### config.mk
export PLATFORM = sky130hd
export DESIGN_NAME = dram_refresh_sequencer
export DESIGN_NICKNAME = d
export VERILOG_FILES = /design/src/rtl/dram_seq_pkg.sv /design/src/rtl/cbr_engine.sv /design/src/rtl/refresh_debt.sv /design/src/rtl/dram_refresh_sequencer.sv
export SDC_FILE = /design/constraint.sdc
export NUM_CORES = 1
export LEC_CHECK = 0
export BUFFER_PORTS_ARGS = -buffer_cell sky130_fd_sc_hd__buf_2
export CAP_MARGIN = 10
export CORE_MARGIN = 1.5
export CORE_UTILIZATION = 67
export CTS_CLUSTER_DIAMETER = 200
export DETAILED_ROUTE_END_ITERATION = 8
export PLACE_DENSITY = 0.94
export SYNTH_ARGS = -nofsm -noshare
export SYNTH_HDL_FRONTEND = slang
export SYNTH_SLANG_ARGS = --single-unit
### constraint.sdc
create_clock -name clk -period 7 [get_ports clk]
set_input_delay 0.7 -clock clk [delete_from_list [all_inputs] [get_ports clk]]
set_output_delay 0.7 -clock clk [all_outputs]
set_load 0.03 [all_outputs]
### src/rtl/dram_seq_pkg.sv
`timescale 1ns/1ps
package dram_seq_pkg;

  // Top-level sequencing phases
  typedef enum logic [3:0] {
    ST_PWR,       // power-up pause, strobes quiet
    ST_WARM,      // warm-up refresh series
    ST_IDLE,      // ready, choosing the next job
    ST_HOST,      // host owns the pins
    ST_REF,       // one owed refresh
    ST_PRE_SR,    // bracketing refreshes before self refresh
    ST_SR_ENTER,  // launch the self-refresh CBR cycle
    ST_SR_HOLD,   // RAS held low, then exit precharge
    ST_POST_SR    // bracketing refreshes after self refresh
  } seq_state_e;

  // Strobe engine phases
  typedef enum logic [2:0] {
    EN_IDLE,
    EN_CSU,   // CAS low, RAS still high
    EN_RAS,   // both low, minimum RAS time
    EN_HOLD,  // both low, self refresh hold
    EN_PRE    // both high, precharge
  } eng_state_e;

  // Round a nanosecond interval up to whole clock cycles, never below one
  function automatic int ns_to_cycles(input longint ns, input longint clk_ps);
    longint c;
    c = (ns * 1000 + clk_ps - 1) / clk_ps;
    if (c < 1) c = 1;
    return int'(c);
  endfunction

  function automatic int max2(input int a, input int b);
    return (a > b) ? a : b;
  endfunction

  // Bits needed to hold the value n
  function automatic int bits_for(input int n);
    return (n < 1) ? 1 : $clog2(n + 1);
  endfunction

endpackage

### src/rtl/cbr_engine.sv
`timescale 1ns/1ps
module cbr_engine
  import dram_seq_pkg::*;
#(
  parameter int CSR_CYC  = 2,
  parameter int RAS_CYC  = 10,
  parameter int RP_CYC   = 6,
  parameter int RPS_CYC  = 18,
  parameter int LONG_CYC = 20000
) (
  input  logic clk,
  input  logic rst_n,
  input  logic start,
  input  logic hold,
  output logic ras_n,
  output logic cas_n,
  output logic idle,
  output logic done,
  output logic long_low
);

  localparam int TMAX = max2(max2(CSR_CYC, RAS_CYC), max2(RP_CYC, RPS_CYC));
  localparam int TW   = bits_for(TMAX);
  localparam int LW   = bits_for(LONG_CYC);

  eng_state_e     state;
  logic [TW-1:0]  cnt;
  logic [LW-1:0]  lcnt;     // RAS-low cycles so far, saturating
  logic [TW-1:0]  pre_load;
  logic           long_now;

  // lcnt is one behind the cycle count, so compare against LONG-1
  assign long_now = (lcnt >= LW'(LONG_CYC - 1));
  assign pre_load = long_now ? TW'(RPS_CYC - 1) : TW'(RP_CYC - 1);

  always_ff @(posedge clk or negedge rst_n) begin
    if (!rst_n) begin
      state <= EN_IDLE;
      cnt   <= '0;
      lcnt  <= '0;
    end else begin
      case (state)
        EN_IDLE: begin
          if (start) begin
            state <= EN_CSU;
            cnt   <= TW'(CSR_CYC - 1);
          end
        end
        EN_CSU: begin
          if (cnt == '0) begin
            state <= EN_RAS;
            cnt   <= TW'(RAS_CYC - 1);
            lcnt  <= '0;
          end else begin
            cnt <= cnt - 1'b1;
          end
        end
        EN_RAS: begin
          if (!long_now) lcnt <= lcnt + 1'b1;
          if (cnt == '0) begin
            if (hold) begin
              state <= EN_HOLD;
            end else begin
              state <= EN_PRE;
              cnt   <= pre_load;
            end
          end else begin
            cnt <= cnt - 1'b1;
          end
        end
        EN_HOLD: begin
          if (!long_now) lcnt <= lcnt + 1'b1;
          if (!hold) begin
            state <= EN_PRE;
            cnt   <= pre_load;
          end
        end
        EN_PRE: begin
          if (cnt == '0) state <= EN_IDLE;
          else           cnt   <= cnt - 1'b1;
        end
        default: state <= EN_IDLE;
      endcase
    end
  end

  assign cas_n    = !(state == EN_CSU || state == EN_RAS || state == EN_HOLD);
  assign ras_n    = !(state == EN_RAS || state == EN_HOLD);
  assign idle     = (state == EN_IDLE);
  assign done     = (state == EN_PRE) && (cnt == '0);
  assign long_low = long_now && !ras_n;

endmodule

### src/rtl/refresh_debt.sv
`timescale 1ns/1ps
module refresh_debt
  import dram_seq_pkg::*;
#(
  parameter int INT_CYC    = 3120,
  parameter int DEBT_LIMIT = 4
) (
  input  logic clk,
  input  logic rst_n,
  input  logic en,     // low clears timer and debt
  input  logic dec,    // one owed refresh completed
  output logic owed,
  output logic err
);

  localparam int TW   = bits_for(INT_CYC);
  localparam int DW   = bits_for(DEBT_LIMIT + 1) + 1;
  localparam int DMAX = (1 << DW) - 1;

  logic [TW-1:0] tcnt;
  logic [DW-1:0] debt;
  logic [DW-1:0] debt_nx;
  logic          tick;

  assign tick = en && (tcnt == TW'(INT_CYC - 1));

  always_comb begin
    debt_nx = debt;
    if (tick && !dec) begin
      if (debt != DW'(DMAX)) debt_nx = debt + 1'b1;
    end else if (dec && !tick) begin
      if (debt != '0) debt_nx = debt - 1'b1;
    end
  end

  always_ff @(posedge clk or negedge rst_n) begin
    if (!rst_n) begin
      tcnt <= '0;
      debt <= '0;
    end else if (!en) begin
      tcnt <= '0;
      debt <= '0;
    end else begin
      tcnt <= tick ? '0 : tcnt + 1'b1;
      debt <= debt_nx;
    end
  end

  assign owed = (debt != '0);
  assign err  = (debt > DW'(DEBT_LIMIT));

endmodule

### src/rtl/dram_refresh_sequencer.sv
`timescale 1ns/1ps
module dram_refresh_sequencer
  import dram_seq_pkg::*;
#(
  parameter int CLK_PS      = 5000,
  parameter int PWRUP_NS    = 200000,
  parameter int WARM_CNT    = 8,
  parameter int INTERVAL_NS = 15600,
  parameter int BURST_CNT   = 2048,
  parameter int LONG_SR_NS  = 100000,
  parameter int T_CSR_NS    = 10,
  parameter int T_RAS_NS    = 50,
  parameter int T_RP_NS     = 30,
  parameter int T_RPS_NS    = 90,
  parameter int DEBT_LIMIT  = 4
) (
  input  logic clk,
  input  logic rst_n,
  input  logic host_req,
  input  logic sr_req,
  input  logic burst_mode,
  output logic host_gnt,
  output logic ras_n,
  output logic cas_n,
  output logic ready,
  output logic sr_active,
  output logic debt_err
);

  localparam int PWR_CYC  = ns_to_cycles(PWRUP_NS, CLK_PS);
  localparam int INT_CYC  = ns_to_cycles(INTERVAL_NS, CLK_PS);
  localparam int LONG_CYC = ns_to_cycles(LONG_SR_NS, CLK_PS);
  localparam int CSR_CYC  = ns_to_cycles(T_CSR_NS, CLK_PS);
  localparam int RAS_CYC  = ns_to_cycles(T_RAS_NS, CLK_PS);
  localparam int RP_CYC   = ns_to_cycles(T_RP_NS, CLK_PS);
  localparam int RPS_CYC  = ns_to_cycles(T_RPS_NS, CLK_PS);
  localparam int PW       = bits_for(PWR_CYC);
  localparam int RW       = bits_for(max2(WARM_CNT, BURST_CNT));

  seq_state_e    state;
  logic [PW-1:0] pwr_cnt;
  logic [RW-1:0] rem;          // refreshes left in the running series

  // Named internal events
  logic series_w;               // a counted refresh series is running
  logic eng_start, eng_hold, eng_idle, eng_done, eng_long;
  logic timer_en, ref_done_w, owed_w;
  logic pause_w;
  logic [RW-1:0] bracket_n;

  assign series_w   = (state == ST_WARM) || (state == ST_REF) ||
                      (state == ST_PRE_SR) || (state == ST_POST_SR);
  assign eng_start  = eng_idle && (series_w || state == ST_SR_ENTER);
  assign eng_hold   = sr_req && (state == ST_SR_HOLD);
  assign timer_en   = (state == ST_IDLE) || (state == ST_HOST) || (state == ST_REF);
  assign ref_done_w = eng_done && (state == ST_REF);
  assign pause_w    = (state == ST_PWR);
  assign bracket_n  = burst_mode ? RW'(BURST_CNT) : RW'(1);

  cbr_engine #(
    .CSR_CYC (CSR_CYC),
    .RAS_CYC (RAS_CYC),
    .RP_CYC  (RP_CYC),
    .RPS_CYC (RPS_CYC),
    .LONG_CYC(LONG_CYC)
  ) eng_i (
    .clk     (clk),
    .rst_n   (rst_n),
    .start   (eng_start),
    .hold    (eng_hold),
    .ras_n   (ras_n),
    .cas_n   (cas_n),
    .idle    (eng_idle),
    .done    (eng_done),
    .long_low(eng_long)
  );

  refresh_debt #(
    .INT_CYC   (INT_CYC),
    .DEBT_LIMIT(DEBT_LIMIT)
  ) debt_i (
    .clk  (clk),
    .rst_n(rst_n),
    .en   (timer_en),
    .dec  (ref_done_w),
    .owed (owed_w),
    .err  (debt_err)
  );

  always_ff @(posedge clk or negedge rst_n) begin
    if (!rst_n) begin
      state   <= ST_PWR;
      pwr_cnt <= PW'(PWR_CYC - 1);
      rem     <= '0;
    end else begin
      case (state)
        ST_PWR: begin
          if (pwr_cnt == '0) begin
            state <= ST_WARM;
            rem   <= RW'(WARM_CNT);
          end else begin
            pwr_cnt <= pwr_cnt - 1'b1;
          end
        end
        ST_WARM: begin
          if (eng_done) begin
            if (rem == RW'(1)) state <= ST_IDLE;
            else               rem   <= rem - 1'b1;
          end
        end
        ST_IDLE: begin
          // priority: self refresh, owed refresh, host
          if (sr_req) begin
            state <= ST_PRE_SR;
            rem   <= bracket_n;
          end else if (owed_w) begin
            state <= ST_REF;
          end else if (host_req) begin
            state <= ST_HOST;
          end
        end
        ST_HOST:  if (!host_req) state <= ST_IDLE;
        ST_REF:   if (eng_done)  state <= ST_IDLE;
        ST_PRE_SR: begin
          if (eng_done) begin
            if (rem == RW'(1)) state <= ST_SR_ENTER;
            else               rem   <= rem - 1'b1;
          end
        end
        ST_SR_ENTER: state <= ST_SR_HOLD;
        ST_SR_HOLD: begin
          if (eng_done) begin
            state <= ST_POST_SR;
            rem   <= bracket_n;
          end
        end
        ST_POST_SR: begin
          if (eng_done) begin
            if (rem == RW'(1)) state <= ST_IDLE;
            else               rem   <= rem - 1'b1;
          end
        end
        default: state <= ST_PWR;
      endcase
    end
  end

  assign host_gnt  = (state == ST_HOST);
  assign ready     = !(state == ST_PWR || state == ST_WARM);
  assign sr_active = (state == ST_SR_HOLD);

endmodule

==> results.json <==
{
  "status": "finished clean",
  "io_pins": 11,
  "critical_path.max_stage_delay_ns": 0.62,
  "power.static_leakage_nw": 1.97,
  "netlist_area_um2": 4200,
  "synth_top_family_by_area": "simple AND/OR/NAND/NOR gates",
  "avgRoutedWirePerCell_um": 16.2,
  "synth_fa_ha_area_frac": 0.0328,
  "gp_routability_congestion": 0.927,
  "cp-start-kind": "flop",
  "min_period_over_period": 0.464,
  "fin_crit_ns": 3.25,
  "nNetsFinal": 474,
  "finalWirelength_mm": 8.72,
  "p_comb_frac": 0.014,
  "die_h_um": 82.2,
  "fill_cells": 399,
  "initial_utilization": 0.701,
  "synth_cells": 453,
  "clockBufferDepth": 2,
  "synthFlopType": "dfrtp_1",
  "crit_path_end_kind": "flop",
  "regToRegSetupSlack_ns": 3.75,
  "maxCapViolCount": 0,
  "track_usage": 0.278,
  "seqPwrFrac": 0.512,
  "dieArea_um2": 6750,
  "cts-root-buf": "clkbuf_8",
  "cts_made_buffers": 9,
  "synthSimpleGateAreaFrac": 0.234,
  "drive_above_1_share": 0.132,
  "critPathSlowestCell": "a211oi_1",
  "internal_power_mw": 0.633,
  "fin_worst_skew_ns": 0.0119,
  "slew_viol_final": 0,
  "path_cells": "inv_1 -> ha_1 -> nor4b_2 -> buf_4 -> and3_1 -> nand4b_1 -> ha_1 -> inv_1 -> nor2_1 -> a211oi_1 -> o211ai_1 -> xor2_1 -> nor2_1",
  "num_antenna_cells": 0,
  "rsz0062_at_grt": "no",
  "synth_cell_type_count": 66,
  "syn_avg_cell_area_um2": 9.27,
  "overflow": 0,
  "fmax_mhz": 308,
  "post-cts-setup-buffer-count": 0,
  "dr.pass1.iters": 5,
  "yosysSeqAreaShare": 0.426,
  "swShare": 0.209,
  "final_cell_mix": "nor2_1, dfrtp_1, xor2_1, nand2_1, nand3_1",
  "grt_max_degree": 72,
  "drt_iter0_markers": 321,
  "cts_sinks": 71,
  "ant_nets": 0,
  "power.switching_mw": 0.168,
  "syn_to_final_growth_pct": 7.30,
  "path_max_fanout": 12,
  "worstPathRequired_ns": 7.25,
  "synth-edff-count": 0,
  "synth-compound-area-share": 0.169,
  "synth.mux.area_fraction": 0.00983,
  "hold_class": "flop to flop",
  "power.share.clock": 0.474,
  "slew_headroom": 0.409,
  "core_um2": 5990,
  "arrival_ns": 3.50,
  "pwr_density_cell_nw_per_um2": 178,
  "async_reset_ff_frac": 1.00,
  "synth-xor-area-share": 0.0897,
  "hpwl_mm": 5.80,
  "setup_viol": 0,
  "max-vdd-ir-drop_uv": 141,
  "hold_viol_final": 0,
  "grt_pass1_vias": 3333,
  "crit_type": "flop to flop",
  "vias": 3437,
  "ys_seq_elements": 71,
  "ctsHoldBuffers": 0,
  "cts_tree": "built",
  "stdcell_count": 538,
  "synth_nets": 469,
  "die_w_um": 82.2,
  "io_buffers": 10,
  "grt_pass1_wl_mm": 14.3,
  "clk_pin_slew_worst_paths_ns": 0.08,
  "drc_errors": 0,
  "insertion_delay_ns": 0.36,
  "htreeDepth": 3,
  "grt_antenna_before_repair": 0,
  "tightest_slew_ns": 0.883,
  "num_rows": 28,
  "setup_tns_ns": 0,
  "cts_resized": 0,
  "synth_warnings": 0,
  "final_common_cell": "nor2_1",
  "viasPerCell": 6.39,
  "placedCellCount": 522
}
==> cell usage after synthesis, drive strengths merged (2+ instances only) <==
library cell	n	area share
buf	2	0.0074
a2bb2oi	2	0.0042
o22ai	4	0.0060
or2	5	0.0074
o311ai	4	0.010
xor2	30	0.063
nor2	64	0.062
dfstp	10	0.063
clkbuf	16	0.014
o21a	4	0.0072
or4	4	0.0098
xnor2	13	0.027
ha	11	0.033
dfrtp	61	0.36
a21oi	16	0.019
o21ai	25	0.033
nand3	23	0.027
nand4b	2	0.0042
a21o	3	0.0054
a41oi	2	0.0086
o22a	2	0.0042
a31oi	2	0.0030
and2	4	0.0060
nor3	14	0.017
mux2i	3	0.0072
o211ai	4	0.0072
o31ai	7	0.014
a211oi	7	0.013
nand2	25	0.022
nor3b	2	0.0036
or3	7	0.010
inv	19	0.017
nand4	4	0.0060
and4b	2	0.0048
nor2b	4	0.0060
and3	9	0.013
nand2b	11	0.016
a22o	2	0.0042
nor4	5	0.0074
a2111oi	2	0.0072
==> flip-flops by register name, summed over array words and instances (netlist names) <==
register	count
pwr_cnt	16
eng_i.lcnt	15
debt_i.tcnt	12
rem	12
eng_i.cnt	5
debt_i.debt	4
state	4
eng_i.state	3
==> routing by layer <==
layer  share of wire  routed length [um]  GRT usage  vias to the layer above
met1            0.44                3800      0.332                     1673
li1                -                   -          -                     1626
met5               0                   0          0                        -
met2            0.50                4330      0.476                      118
met4           0.021                 183      0.114                        0
met3           0.047                 406     0.0703                       20
==> final timing paths <==
check,start,endpoint,depth (start not counted)
worst max-delay path,eng_i.cnt[0],debt_i.debt[3],13
worst min-delay path,debt_i.tcnt[0],debt_i.tcnt[0],1
worst max register to register,eng_i.cnt[0],debt_i.debt[3],13
worst min register to register,debt_i.tcnt[0],debt_i.tcnt[0],1
max in group asynchronous,rst_n,eng_i.cnt[1],2
min in group asynchronous,rst_n,pwr_cnt[9],2
==> critical path: cells and delay by family, from the launching register on <==
family | cells | cell delay, ns
AOI/OAI and AO/OA | 2 | 0.86
xor gates and xnor gates | 1 | 0.21
adders and majority gates | 2 | 0.47
buffers and inverters | 3 | 0.44
DFF | 1 | 0.43
and+or+nand+nor | 5 | 0.75
==> cell families (layout without fill, tap and decap cells) <==
logic type	after synthesis	in the layout
adder cells (fa/ha/maj)	11	11
multiplexers	4	4
flip-flops	71	71
XOR/XNOR	43	43
buffers and inverters	37	47
AO/OA/AOI/OAI	97	97
AND/OR/NAND/NOR	190	190
==> metrics by stage <==
stage | hold slack [ns] | setup WS (ns) | area [um^2] | power, mW | utilization
5_1_grt | 0.493 | 3.56 | 4510 | 0.821 | 0.752
4_1_cts | 0.472 | 3.84 | 4510 | 0.803 | 0.752
3_5_place_dp | 0.461 | 3.83 | 4270 | 0.429 | 0.713
3_3_place_gp | 0.437 | 4.05 | 4270 | 0.429 | 0.713
6_report | 0.476 | 3.75 | 4510 | 0.801 | 0.752
2_1_floorplan | 0.404 | 4.22 | 4200 | 0.419 | -
==> power groups by stage <==
stage / combinational, mW / sequential [mW] / clock [mW]
floorplan: 0.000969 / 0.418 / 0
global placement: 0.0109 / 0.418 / 0
detailed placement: 0.0113 / 0.418 / 0
CTS: 0.0113 / 0.410 / 0.382
global route: 0.0128 / 0.410 / 0.398
finish: 0.0109 / 0.410 / 0.380
==> cell type report <==
cell class	instances	area (um^2)	area share
Multi-Input combinational cell	345	2250	0.500
Sequential cell	71	1790	0.397
Clock buffer	12	155	0.0344
Tap cell	75	93.8	0.0208
Clock inverter	4	77.6	0.0172
Inverter	19	71.3	0.0158
Timing Repair Buffer	12	65.1	0.0144
No activity file was read; power rests on OpenSTA's default activity.
